**config.mk**
```make
export PLATFORM = sky130hd
export DESIGN_NAME = mem_retention_tester
export DESIGN_NICKNAME = d
export VERILOG_FILES = /design/src/rtl/rtr_pkg.sv /design/src/rtl/rtr_pattern.sv /design/src/rtl/rtr_walker.sv /design/src/rtl/rtr_errlog.sv /design/src/rtl/rtr_csr.sv /design/src/rtl/mem_retention_tester.sv
export SDC_FILE = /design/constraint.sdc
export NUM_CORES = 1
export LEC_CHECK = 0
export ABC_AREA = 1
export BUFFER_PORTS_ARGS = -buffer_cell sky130_fd_sc_hd__buf_2
export CORE_AREA = 2 2 202 243
export CTS_CLUSTER_SIZE = 20
export DETAILED_ROUTE_END_ITERATION = 8
export DIE_AREA = 0 0 204 245
export HOLD_SLACK_MARGIN = 0.08
export PLACE_DENSITY_LB_ADDON = 0.3
export SYNTH_ARGS = -nofsm -noshare
export SYNTH_HDL_FRONTEND = slang
export SYNTH_SLANG_ARGS = --single-unit
export TNS_END_PERCENT = 100
```
**constraint.sdc**
```tcl
create_clock -name clk -period 5.4 [get_ports clk]
set_input_delay 1.08 -clock clk [delete_from_list [all_inputs] [get_ports clk]]
set_output_delay 1.08 -clock clk [all_outputs]
set_load 0.02 [all_outputs]
```
**src/rtl/rtr_pkg.sv**
```systemverilog
package rtr_pkg;
   typedef enum logic [2:0] {
      PH_IDLE  = 3'd0,
      PH_FILL  = 3'd1,
      PH_HOLD  = 3'd2,
      PH_CHECK = 3'd3,
      PH_DONE  = 3'd4
   } phase_e;

   typedef enum logic [1:0] {
      CK_ISSUE = 2'd0,
      CK_WAIT  = 2'd1,
      CK_GAP   = 2'd2
   } ck_e;

   localparam logic [3:0] REG_CTRL   = 4'd0;
   localparam logic [3:0] REG_BASE   = 4'd1;
   localparam logic [3:0] REG_LAST   = 4'd2;
   localparam logic [3:0] REG_OFS    = 4'd3;
   localparam logic [3:0] REG_PAT    = 4'd4;
   localparam logic [3:0] REG_HOLD   = 4'd5;
   localparam logic [3:0] REG_GAP    = 4'd6;
   localparam logic [3:0] REG_STAT   = 4'd8;
   localparam logic [3:0] REG_FADDR  = 4'd9;
   localparam logic [3:0] REG_FDATA  = 4'd10;
   localparam logic [3:0] REG_ECNT   = 4'd11;
endpackage

```
**src/rtl/rtr_pattern.sv**
```systemverilog
module rtr_pattern #(
   parameter int DW = 32,
   parameter int AW = 16
) (
   input  logic [1:0]    mode,
   input  logic [DW-1:0] user_pat,
   input  logic [AW-1:0] addr,
   output logic [DW-1:0] word
);
   logic [DW-1:0] alt;
   logic [DW-1:0] amix;

   for (genvar i = 0; i < DW; i++) begin : g_alt
      assign alt[i] = ((i % 2) == 0) ? 1'b1 : 1'b0;
   end

   if (AW >= DW) begin : g_addr_trunc
      assign amix = addr[DW-1:0];
   end else begin : g_addr_ext
      assign amix = {{(DW-AW){1'b0}}, addr};
   end

   always_comb begin
      unique case (mode)
         2'd0:    word = alt;
         2'd1:    word = ~alt;
         2'd2:    word = user_pat;
         default: word = user_pat ^ amix;
      endcase
   end
endmodule

```
**src/rtl/rtr_walker.sv**
```systemverilog
module rtr_walker #(
   parameter int AW = 16
) (
   input  logic          clk,
   input  logic          rst_n,
   input  logic          load,
   input  logic          step,
   input  logic [AW-1:0] last,
   input  logic [AW-1:0] ofs,
   input  logic          single,
   output logic [AW-1:0] off,
   output logic          final_step
);
   logic [AW-1:0] cnt_q;
   logic [AW-1:0] off_q;
   logic [AW-1:0] start_eff;
   logic [AW-1:0] last_eff;

   assign start_eff  = (ofs > last) ? '0 : ofs;
   assign last_eff   = single ? '0 : last;
   assign final_step = (cnt_q == last_eff);
   assign off        = off_q;

   always_ff @(posedge clk) begin
      if (!rst_n) begin
         cnt_q <= '0;
         off_q <= '0;
      end else if (load) begin
         cnt_q <= '0;
         off_q <= start_eff;
      end else if (step) begin
         cnt_q <= cnt_q + 1'b1;
         off_q <= (off_q == last) ? '0 : off_q + 1'b1;
      end
   end
endmodule

```
**src/rtl/rtr_errlog.sv**
```systemverilog
module rtr_errlog #(
   parameter int AW = 16,
   parameter int DW = 32,
   parameter int EW = 16
) (
   input  logic          clk,
   input  logic          rst_n,
   input  logic          clear,
   input  logic          cmp_valid,
   input  logic [DW-1:0] got,
   input  logic [DW-1:0] expect_word,
   input  logic [AW-1:0] addr,
   output logic [EW-1:0] err_count,
   output logic          fail_seen,
   output logic [AW-1:0] fail_addr,
   output logic [DW-1:0] fail_data
);
   localparam logic [EW-1:0] CMAX = '1;
   logic mismatch;

   assign mismatch = cmp_valid && (got != expect_word);

   always_ff @(posedge clk) begin
      if (!rst_n || clear) begin
         err_count <= '0;
         fail_seen <= 1'b0;
         fail_addr <= '0;
         fail_data <= '0;
      end else if (mismatch) begin
         if (err_count != CMAX) err_count <= err_count + 1'b1;
         if (!fail_seen) begin
            fail_seen <= 1'b1;
            fail_addr <= addr;
            fail_data <= got;
         end
      end
   end
endmodule

```
**src/rtl/rtr_csr.sv**
```systemverilog
module rtr_csr
   import rtr_pkg::*;
#(
   parameter int AW = 16,
   parameter int DW = 32,
   parameter int EW = 16,
   parameter int HW = 16,
   parameter int GW = 8
) (
   input  logic          clk,
   input  logic          rst_n,
   input  logic          csr_wr,
   input  logic [3:0]    csr_addr,
   input  logic [31:0]   csr_wdata,
   output logic [31:0]   csr_rdata,
   output logic          start_p,
   output logic          abort_p,
   output logic          inh_en,
   output logic          single,
   output logic [1:0]    pmode,
   output logic [AW-1:0] base,
   output logic [AW-1:0] last,
   output logic [AW-1:0] ofs,
   output logic [DW-1:0] user_pat,
   output logic [HW-1:0] hold,
   output logic [GW-1:0] gap,
   input  logic [2:0]    phase,
   input  logic          fail_seen,
   input  logic [AW-1:0] fail_addr,
   input  logic [DW-1:0] fail_data,
   input  logic [EW-1:0] err_count
);
   logic ctrl_wr;
   assign ctrl_wr = csr_wr && (csr_addr == REG_CTRL);
   assign start_p = ctrl_wr && csr_wdata[0];
   assign abort_p = ctrl_wr && csr_wdata[1];

   always_ff @(posedge clk) begin
      if (!rst_n) begin
         inh_en   <= 1'b0;
         single   <= 1'b0;
         pmode    <= 2'd0;
         base     <= '0;
         last     <= '0;
         ofs      <= '0;
         user_pat <= '0;
         hold     <= '0;
         gap      <= '0;
      end else if (csr_wr) begin
         unique case (csr_addr)
            REG_CTRL: begin
               inh_en <= csr_wdata[2];
               single <= csr_wdata[3];
               pmode  <= csr_wdata[5:4];
            end
            REG_BASE: base     <= csr_wdata[AW-1:0];
            REG_LAST: last     <= csr_wdata[AW-1:0];
            REG_OFS:  ofs      <= csr_wdata[AW-1:0];
            REG_PAT:  user_pat <= csr_wdata[DW-1:0];
            REG_HOLD: hold     <= csr_wdata[HW-1:0];
            REG_GAP:  gap      <= csr_wdata[GW-1:0];
            default: ;
         endcase
      end
   end

   always_comb begin
      unique case (csr_addr)
         REG_CTRL:  csr_rdata = 32'({pmode, single, inh_en, 2'b00});
         REG_BASE:  csr_rdata = 32'(base);
         REG_LAST:  csr_rdata = 32'(last);
         REG_OFS:   csr_rdata = 32'(ofs);
         REG_PAT:   csr_rdata = 32'(user_pat);
         REG_HOLD:  csr_rdata = 32'(hold);
         REG_GAP:   csr_rdata = 32'(gap);
         REG_STAT:  csr_rdata = 32'({fail_seen, phase});
         REG_FADDR: csr_rdata = 32'(fail_addr);
         REG_FDATA: csr_rdata = 32'(fail_data);
         REG_ECNT:  csr_rdata = 32'(err_count);
         default:   csr_rdata = '0;
      endcase
   end
endmodule

```
**src/rtl/mem_retention_tester.sv**
```systemverilog
module mem_retention_tester
   import rtr_pkg::*;
#(
   parameter int AW = 16,
   parameter int DW = 32,
   parameter int EW = 16,
   parameter int HW = 16,
   parameter int GW = 8
) (
   input  logic          clk,
   input  logic          rst_n,
   input  logic          csr_wr,
   input  logic [3:0]    csr_addr,
   input  logic [31:0]   csr_wdata,
   output logic [31:0]   csr_rdata,
   output logic          mem_req,
   output logic          mem_we,
   output logic [AW-1:0] mem_addr,
   output logic [DW-1:0] mem_wdata,
   input  logic [DW-1:0] mem_rdata,
   input  logic          mem_rvalid,
   output logic          refresh_inhibit
);
   if (AW < 1 || AW > 32) begin : g_bad_aw
      $error("AW must lie in 1..32");
   end
   if (DW < 2 || DW > 32) begin : g_bad_dw
      $error("DW must lie in 2..32");
   end
   if (EW < 1 || EW > 32 || HW < 1 || HW > 32 || GW < 1 || GW > 32) begin : g_bad_cnt
      $error("counter widths must lie in 1..32");
   end

   phase_e        phase_q;
   ck_e           ck_q;
   logic [HW-1:0] hold_cnt;
   logic [GW-1:0] gap_cnt;
   logic          inhibit_q;

   logic          start_p, abort_p, inh_en, single;
   logic [1:0]    pmode;
   logic [AW-1:0] base, last, ofs, off;
   logic [DW-1:0] user_pat, exp_word;
   logic [HW-1:0] hold;
   logic [GW-1:0] gap;
   logic          final_step, start_ok, wk_load, wk_step, cmp_valid, rd_back;
   logic [EW-1:0] err_count;
   logic          fail_seen;
   logic [AW-1:0] fail_addr;
   logic [DW-1:0] fail_data;

   rtr_csr #(.AW(AW), .DW(DW), .EW(EW), .HW(HW), .GW(GW)) u_csr (
      .clk(clk), .rst_n(rst_n), .csr_wr(csr_wr), .csr_addr(csr_addr),
      .csr_wdata(csr_wdata), .csr_rdata(csr_rdata),
      .start_p(start_p), .abort_p(abort_p), .inh_en(inh_en), .single(single),
      .pmode(pmode), .base(base), .last(last), .ofs(ofs), .user_pat(user_pat),
      .hold(hold), .gap(gap), .phase(phase_q), .fail_seen(fail_seen),
      .fail_addr(fail_addr), .fail_data(fail_data), .err_count(err_count)
   );

   assign mem_addr  = base + off;
   assign mem_req   = (phase_q == PH_FILL) || (phase_q == PH_CHECK && ck_q == CK_ISSUE);
   assign mem_we    = (phase_q == PH_FILL);
   assign mem_wdata = exp_word;
   assign refresh_inhibit = inhibit_q;

   rtr_pattern #(.DW(DW), .AW(AW)) u_pat (
      .mode(pmode), .user_pat(user_pat), .addr(mem_addr), .word(exp_word)
   );

   assign start_ok  = start_p && !abort_p && (phase_q == PH_IDLE || phase_q == PH_DONE);
   assign rd_back   = (phase_q == PH_CHECK) && (ck_q == CK_WAIT) && mem_rvalid && !abort_p;
   assign cmp_valid = rd_back;
   assign wk_load   = start_ok || (phase_q == PH_FILL && final_step);
   assign wk_step   = (phase_q == PH_FILL && !final_step) || (rd_back && !final_step);

   rtr_walker #(.AW(AW)) u_walk (
      .clk(clk), .rst_n(rst_n), .load(wk_load), .step(wk_step), .last(last),
      .ofs(ofs), .single(single), .off(off), .final_step(final_step)
   );

   rtr_errlog #(.AW(AW), .DW(DW), .EW(EW)) u_log (
      .clk(clk), .rst_n(rst_n), .clear(start_ok), .cmp_valid(cmp_valid),
      .got(mem_rdata), .expect_word(exp_word), .addr(mem_addr),
      .err_count(err_count), .fail_seen(fail_seen), .fail_addr(fail_addr),
      .fail_data(fail_data)
   );

   always_ff @(posedge clk) begin
      if (!rst_n) begin
         phase_q   <= PH_IDLE;
         ck_q      <= CK_ISSUE;
         hold_cnt  <= '0;
         gap_cnt   <= '0;
         inhibit_q <= 1'b0;
      end else if (abort_p) begin
         phase_q   <= PH_IDLE;
         ck_q      <= CK_ISSUE;
         inhibit_q <= 1'b0;
      end else begin
         unique case (phase_q)
            PH_IDLE, PH_DONE: begin
               if (start_ok) phase_q <= PH_FILL;
            end
            PH_FILL: begin
               if (final_step) begin
                  phase_q   <= PH_HOLD;
                  hold_cnt  <= hold;
                  inhibit_q <= inh_en;
               end
            end
            PH_HOLD: begin
               if (hold_cnt == '0) begin
                  phase_q <= PH_CHECK;
                  ck_q    <= CK_ISSUE;
               end else begin
                  hold_cnt <= hold_cnt - 1'b1;
               end
            end
            PH_CHECK: begin
               unique case (ck_q)
                  CK_ISSUE: ck_q <= CK_WAIT;
                  CK_WAIT: begin
                     if (mem_rvalid) begin
                        if (final_step) begin
                           phase_q   <= PH_DONE;
                           inhibit_q <= 1'b0;
                           ck_q      <= CK_ISSUE;
                        end else if (gap == '0) begin
                           ck_q <= CK_ISSUE;
                        end else begin
                           ck_q    <= CK_GAP;
                           gap_cnt <= gap;
                        end
                     end
                  end
                  default: begin
                     if (gap_cnt <= 1) ck_q <= CK_ISSUE;
                     else gap_cnt <= gap_cnt - 1'b1;
                  end
               endcase
            end
            default: phase_q <= PH_IDLE;
         endcase
      end
   end
endmodule

```
==> results of run 1 <==
==> worst reg2reg max path: cells and delay by family (launching register included) <==
kind                       cells  cell delay, ns
and+or+nand+nor               19            2.45
DFF                            1            0.45
buffers and inverters          3            0.53
adders and majority gates      2            0.64
==> cell usage after synthesis, drive strengths merged, types with 32 or more instances <==
cell    number  area share
xor2        35       0.022
dfxtp      235        0.33
ha          37       0.033
o22ai       43       0.019
inv        298       0.079
a21oi      201       0.071
nand2      490        0.13
nand4       51       0.023
clkbuf      70       0.019
nor2       204       0.054
o21ai      161       0.057
nand3      180       0.064
buf         32       0.016
==> metrics by stage <==
step	hold WS, ns	std cells
final	0.465	2949
after global routing	0.488	2949
after CTS	0.464	2949
after detailed placement	0.456	2897
after global placement	0.449	2897
after floorplan	0.439	2193
==> per-layer routing <==
layer / GRT usage / up-vias
met5: 0 / -
li1: - / 7482
met4: 0.0942 / 8
met2: 0.361 / 550
met1: 0.271 / 7203
met3: 0.0292 / 134
==> power breakdown <==
part | switching [mW] | internal, mW | leakage [nW]
logic | 1.15 | 0.495 | 4.65
registers | 0.176 | 1.85 | 1.90
clock network | 0.835 | 1.20 | 0.463
total | 2.16 | 3.55 | 7.01
==> path summary, 6_finish.rpt <==
| path | from | endpoint | slack, ns | cells past startpoint |
|---|---|---|---|---|
| max reg2reg | u_walk.off[0] | u_log.fail_data[18] | 1.22 | 24 |
| min reg2reg | u_log.fail_addr[15] | u_log.fail_addr[15] | 0.46 | 2 |
| max | csr_addr[0] | csr_rdata[7] | 0.90 | 9 |
| min | u_log.fail_addr[15] | u_log.fail_addr[15] | 0.46 | 2 |
==> area by class of cell <==
class / instances / area, sq um
Sequential cell: 235 / 4700
Inverter: 301 / 1130
Timing Repair Buffer: 176 / 936
Clock inverter: 13 / 160
Fill cell: 5241 / 31400
Tap cell: 630 / 788
Multi-Input combinational cell: 1555 / 7870
Clock buffer: 39 / 813
==> kinds of logic after synthesis <==
logic type               after synthesis  share of synthesized area
AND/OR/NAND/NOR                      981                      0.295
AO/OA/AOI/OAI                        490                      0.194
buffers and inverters                403                      0.115
flip-flops                           235                      0.332
XOR/XNOR                              46                     0.0294
adder cells (fa/ha/maj)               38                     0.0341
==> impl_metrics.json, run 1 <==
{
  "crit_buf_inv": 4,
  "root_buffer": "clkbuf_16",
  "path_class": "primary input to output port",
  "hold_viol": 0,
  "final_core_util": 0.343,
  "detail-route-antenna-nets": 0,
  "grt_pass1_wl_mm": 83.6,
  "cts_setup_buffers": 0,
  "routed.top_layer": "met5",
  "crit_path_end_kind": "output port",
  "mostFrequentLayoutCells": "nand2_1, inv_1, dfxtp_1",
  "cp.required_ns": 4.32,
  "hold_path.class": "flip-flop to flip-flop",
  "setup_tns_ns": 0,
  "synth_ff_type": "dfxtp_1",
  "cts_buffer_depth": 3,
  "finalNetCount": 2408,
  "cpPeakStageDelay_ns": 0.66,
  "grt_pass1_vias": 14500,
  "overflow": 0,
  "dp_hpwl_mm": 41.0,
  "synth_cell_types": 49,
  "vdd_drop_max_v": 0.000229,
  "skew_ns": 0.0144,
  "cts_tree": "done",
  "wl_met2_mm": 25.7,
  "cts_resized": 0,
  "die-area_sq_mm": 0.0500,
  "post-place-ws_ns": 1.00,
  "leakagePower_nw": 7.01,
  "slew_headroom": 0.287,
  "synth_cells": 2193,
  "synth_edf_count": 0,
  "viasPerCell": 5.21,
  "row_count": 88,
  "p_per_area_mw_per_mm2": 348,
  "cpLargestDelayFamily": "buffers and inverters",
  "syn_area_per_cell_sq_um": 6.46,
  "yosysSeqAreaShare": 0.332,
  "grt_usage": 0.214,
  "gp_congestion": 0.936,
  "cp_max_fo": 15,
  "htree_levels": 1,
  "dpl_cell_area_sq_mm": 0.0154,
  "fin_area_sq_mm": 0.0164,
  "drv_cap": 0,
  "core_area_sq_mm": 0.0478,
  "drc": 0,
  "path_cells": "buf_2 > inv_1 > nand2_1 > nor2_1 > inv_1 > nor2_1 > a221oi_1 > o2111ai_1 > buf_2",
  "clk_pin_slew_ns": 0.06,
  "rsz0062_at_grt": "false",
  "timing.fmax_ghz": 0.222,
  "async_flop_share": 0,
  "fp.dieW_um": 204,
  "diodes": 0,
  "netlist_area_sq_mm": 0.0142,
  "clock-sinks": 235,
  "wl_met3_mm": 3.47,
  "drtIter0Drc": 1263,
  "num_vias": 15400,
  "grt_max_degree": 84,
  "drt-total-wl_mm": 54.8,
  "avgRoutedWirePerCell_um": 18.6,
  "drive_gt1_frac": 0.105,
  "area_delta_synth_final_pct": 15.8,
  "cts_made_buffers": 29,
  "drv_slew": 0,
  "finalSetupViolCount": 0,
  "antenna_found_initial": 5,
  "wl_met1_mm": 23.2,
  "largest_registers": "u_csr.user_pat: 32 flops, u_log.fail_data: 32 flops",
  "cp_slowest_cell": "inv_1",
  "start_util": 0.296,
  "fin_crit_sh": 0.833,
  "synth_nets": 2303,
  "final_common_cell": "nand2_1",
  "io_buffers": 154,
  "yosysWarnings": 0,
  "pin_count": 155,
  "worstSetupStartpointType": "primary input",
  "hold_buffers": 0,
  "ys_ff_latch": 235,
  "status": "finished, final reports clean",
  "min_period_ns": 4.50,
  "power_mw": 5.71,
  "die_y_um": 245,
  "firstDrtPassIters": 6,
  "worst-slew-pin-transition_ns": 1.07,
  "arrival_ns": 3.42,
  "clock_latency_ns": 0.57,
  "finalWorstSetupSlack_ns": 0.900
}
Power figures use the tool's default switching activity.
==> inputs of run 2 (changes only) <==
clock period = 3.7 ns   (was 5.4 ns; I/O delays follow)
==> run 2 against run 1 <==
Effect of this change:
- total power rose by 48%
- highest routed layer unchanged
- final cell count rose by 1.0%
- combinational power rose by 54%
- critical endpoint unchanged
- largest cell class unchanged
- first-iteration DRC count fell by 9.1%
==> impl_metrics.json, run 2 (synthesized netlist as in run 1, its figures left out) <==
{
  "vdd_drop_max_v": 0.000330,
  "drive_gt1_frac": 0.119,
  "status": "finished, final reports clean",
  "min_period_ns": 3.68,
  "hold_path.class": "primary input to flip-flop",
  "avgRoutedWirePerCell_um": 18.8,
  "largest_registers": "u_csr.user_pat: 32 flops, u_log.fail_data: 32 flops",
  "row_count": 88,
  "skew_ns": 0.0240,
  "cts_tree": "done",
  "drtIter0Drc": 1148,
  "p_per_area_mw_per_mm2": 505,
  "fin_area_sq_mm": 0.0167,
  "start_util": 0.296,
  "die-area_sq_mm": 0.0500,
  "cp_slowest_cell": "a221oi_1",
  "leakagePower_nw": 7.19,
  "cts_made_buffers": 30,
  "finalNonFillerCells": 2979,
  "final_core_util": 0.350,
  "slew_headroom": 0.410,
  "fin_crit_sh": 0.994,
  "drv_cap": 0,
  "path_class": "primary input to output port",
  "arrival_ns": 2.94,
  "clock_latency_ns": 0.59,
  "grt_pass1_vias": 14700,
  "io_buffers": 154,
  "viasPerCell": 5.18,
  "pin_count": 155,
  "timing.fmax_ghz": 0.272,
  "root_buffer": "clkbuf_16",
  "num_vias": 15400,
  "area_delta_synth_final_pct": 18.0,
  "core_area_sq_mm": 0.0478,
  "cp.required_ns": 2.96,
  "grt_pass1_wl_mm": 84.8,
  "crit_path_end_kind": "output port",
  "final_common_cell": "nand2_1",
  "worstSetupStartpointType": "primary input",
  "antenna_found_initial": 1,
  "htree_levels": 1,
  "fp.dieW_um": 204,
  "dpl_cell_area_sq_mm": 0.0156,
  "hold_viol": 0,
  "overflow": 0,
  "grt_max_degree": 71,
  "clk_pin_slew_ns": 0.06,
  "rsz0062_at_grt": "false",
  "drc": 0,
  "drv_slew": 0,
  "dp_cells": 2924,
  "grt_usage": 0.217,
  "firstDrtPassIters": 6,
  "cpPeakStageDelay_ns": 0.48,
  "clock-sinks": 235,
  "cp_max_fo": 11,
  "gp_congestion": 0.917,
  "die_y_um": 245,
  "worst-slew-pin-transition_ns": 0.882,
  "diodes": 0,
  "mostFrequentLayoutCells": "nand2_1, inv_1, dfxtp_1",
  "finalNetCount": 2437,
  "dp_hpwl_mm": 41.8,
  "crit_buf_inv": 5,
  "cts_setup_buffers": 0,
  "finalSetupViolCount": 0,
  "detail-route-antenna-nets": 0,
  "path_cells": "buf_2 > inv_1 > nand2_1 > nor2_1 > inv_2 > buf_4 > nor2_1 > a221oi_1 > o2111ai_1 > buf_2",
  "drt-total-wl_mm": 56.0,
  "cts_buffer_depth": 3,
  "cpLargestDelayFamily": "buffers and inverters"
}
-- run 2: layout make-up --
class / instances / area (sq um)
Multi-Input combinational cell: 1555 / 7910
Clock inverter: 6 / 86.3
Tap cell: 630 / 788
Inverter: 301 / 1130
Fill cell: 5247 / 31100
Sequential cell: 235 / 4710
Clock buffer: 48 / 900
Timing Repair Buffer: 204 / 1190
-- run 2: worst register-to-register path: cells and delay by family, from the launching register on --
family / cells / cell delay [ns]
AOI/OAI and AO/OA: 2 / 0.38
xor gates and xnor gates: 1 / 0.27
adders and majority gates: 2 / 0.69
buffers and inverters: 2 / 0.34
DFF: 1 / 0.31
and+or+nand+nor: 11 / 1.23
-- run 2: what timing repair did --
action                                  in CTS  in global routing
hold buffers                                 0                  0
resized for setup                            1                 16
pin swaps                                    0                  1
gates cloned                                 0                  1
endpoints found under the setup margin       2                 68
hold endpoints to repair                     0                  0
-- run 2: stage by stage --
step	hold WS (ns)	setup TNS, ns	power, mW	setup slack (ns)
2_1_floorplan	0.439	0	4.56	0.696
3_3_place_gp	0.449	-0.122	5.42	-0.0849
3_5_place_dp	0.454	-0.128	5.44	-0.0894
4_1_cts	0.390	0	8.46	0.0835
5_1_grt	0.427	0	8.90	0.00196
6_report	0.418	0	8.44	0.0210
-- run 2: final timing paths --
check	start	end	slack, ns	depth (start not counted)
min	mem_rdata[5]	u_log.fail_data[5]	0.42	3
max	csr_addr[0]	csr_rdata[7]	0.02	10
max reg2reg	u_csr.base[0]	u_log.fail_data[10]	0.39	18
min reg2reg	u_log.fail_addr[6]	u_log.fail_addr[6]	0.46	2
-- run 2: power breakdown --
| part | switching (mW) | total, mW | internal (mW) |
|---|---|---|---|
| sequential | 0.199 | 2.91 | 2.71 |
| clock | 1.22 | 3.01 | 1.79 |
| combinational | 1.72 | 2.53 | 0.812 |
-- run 2: routing by layer --
layer | routed length (um) | vias to the layer above | track usage
met5 | 15 | - | 0
met4 | 1730 | 2 | 0.0748
met3 | 3380 | 104 | 0.0256
met2 | 26300 | 514 | 0.367
met1 | 24600 | 7259 | 0.285
li1 | - | 7553 | -
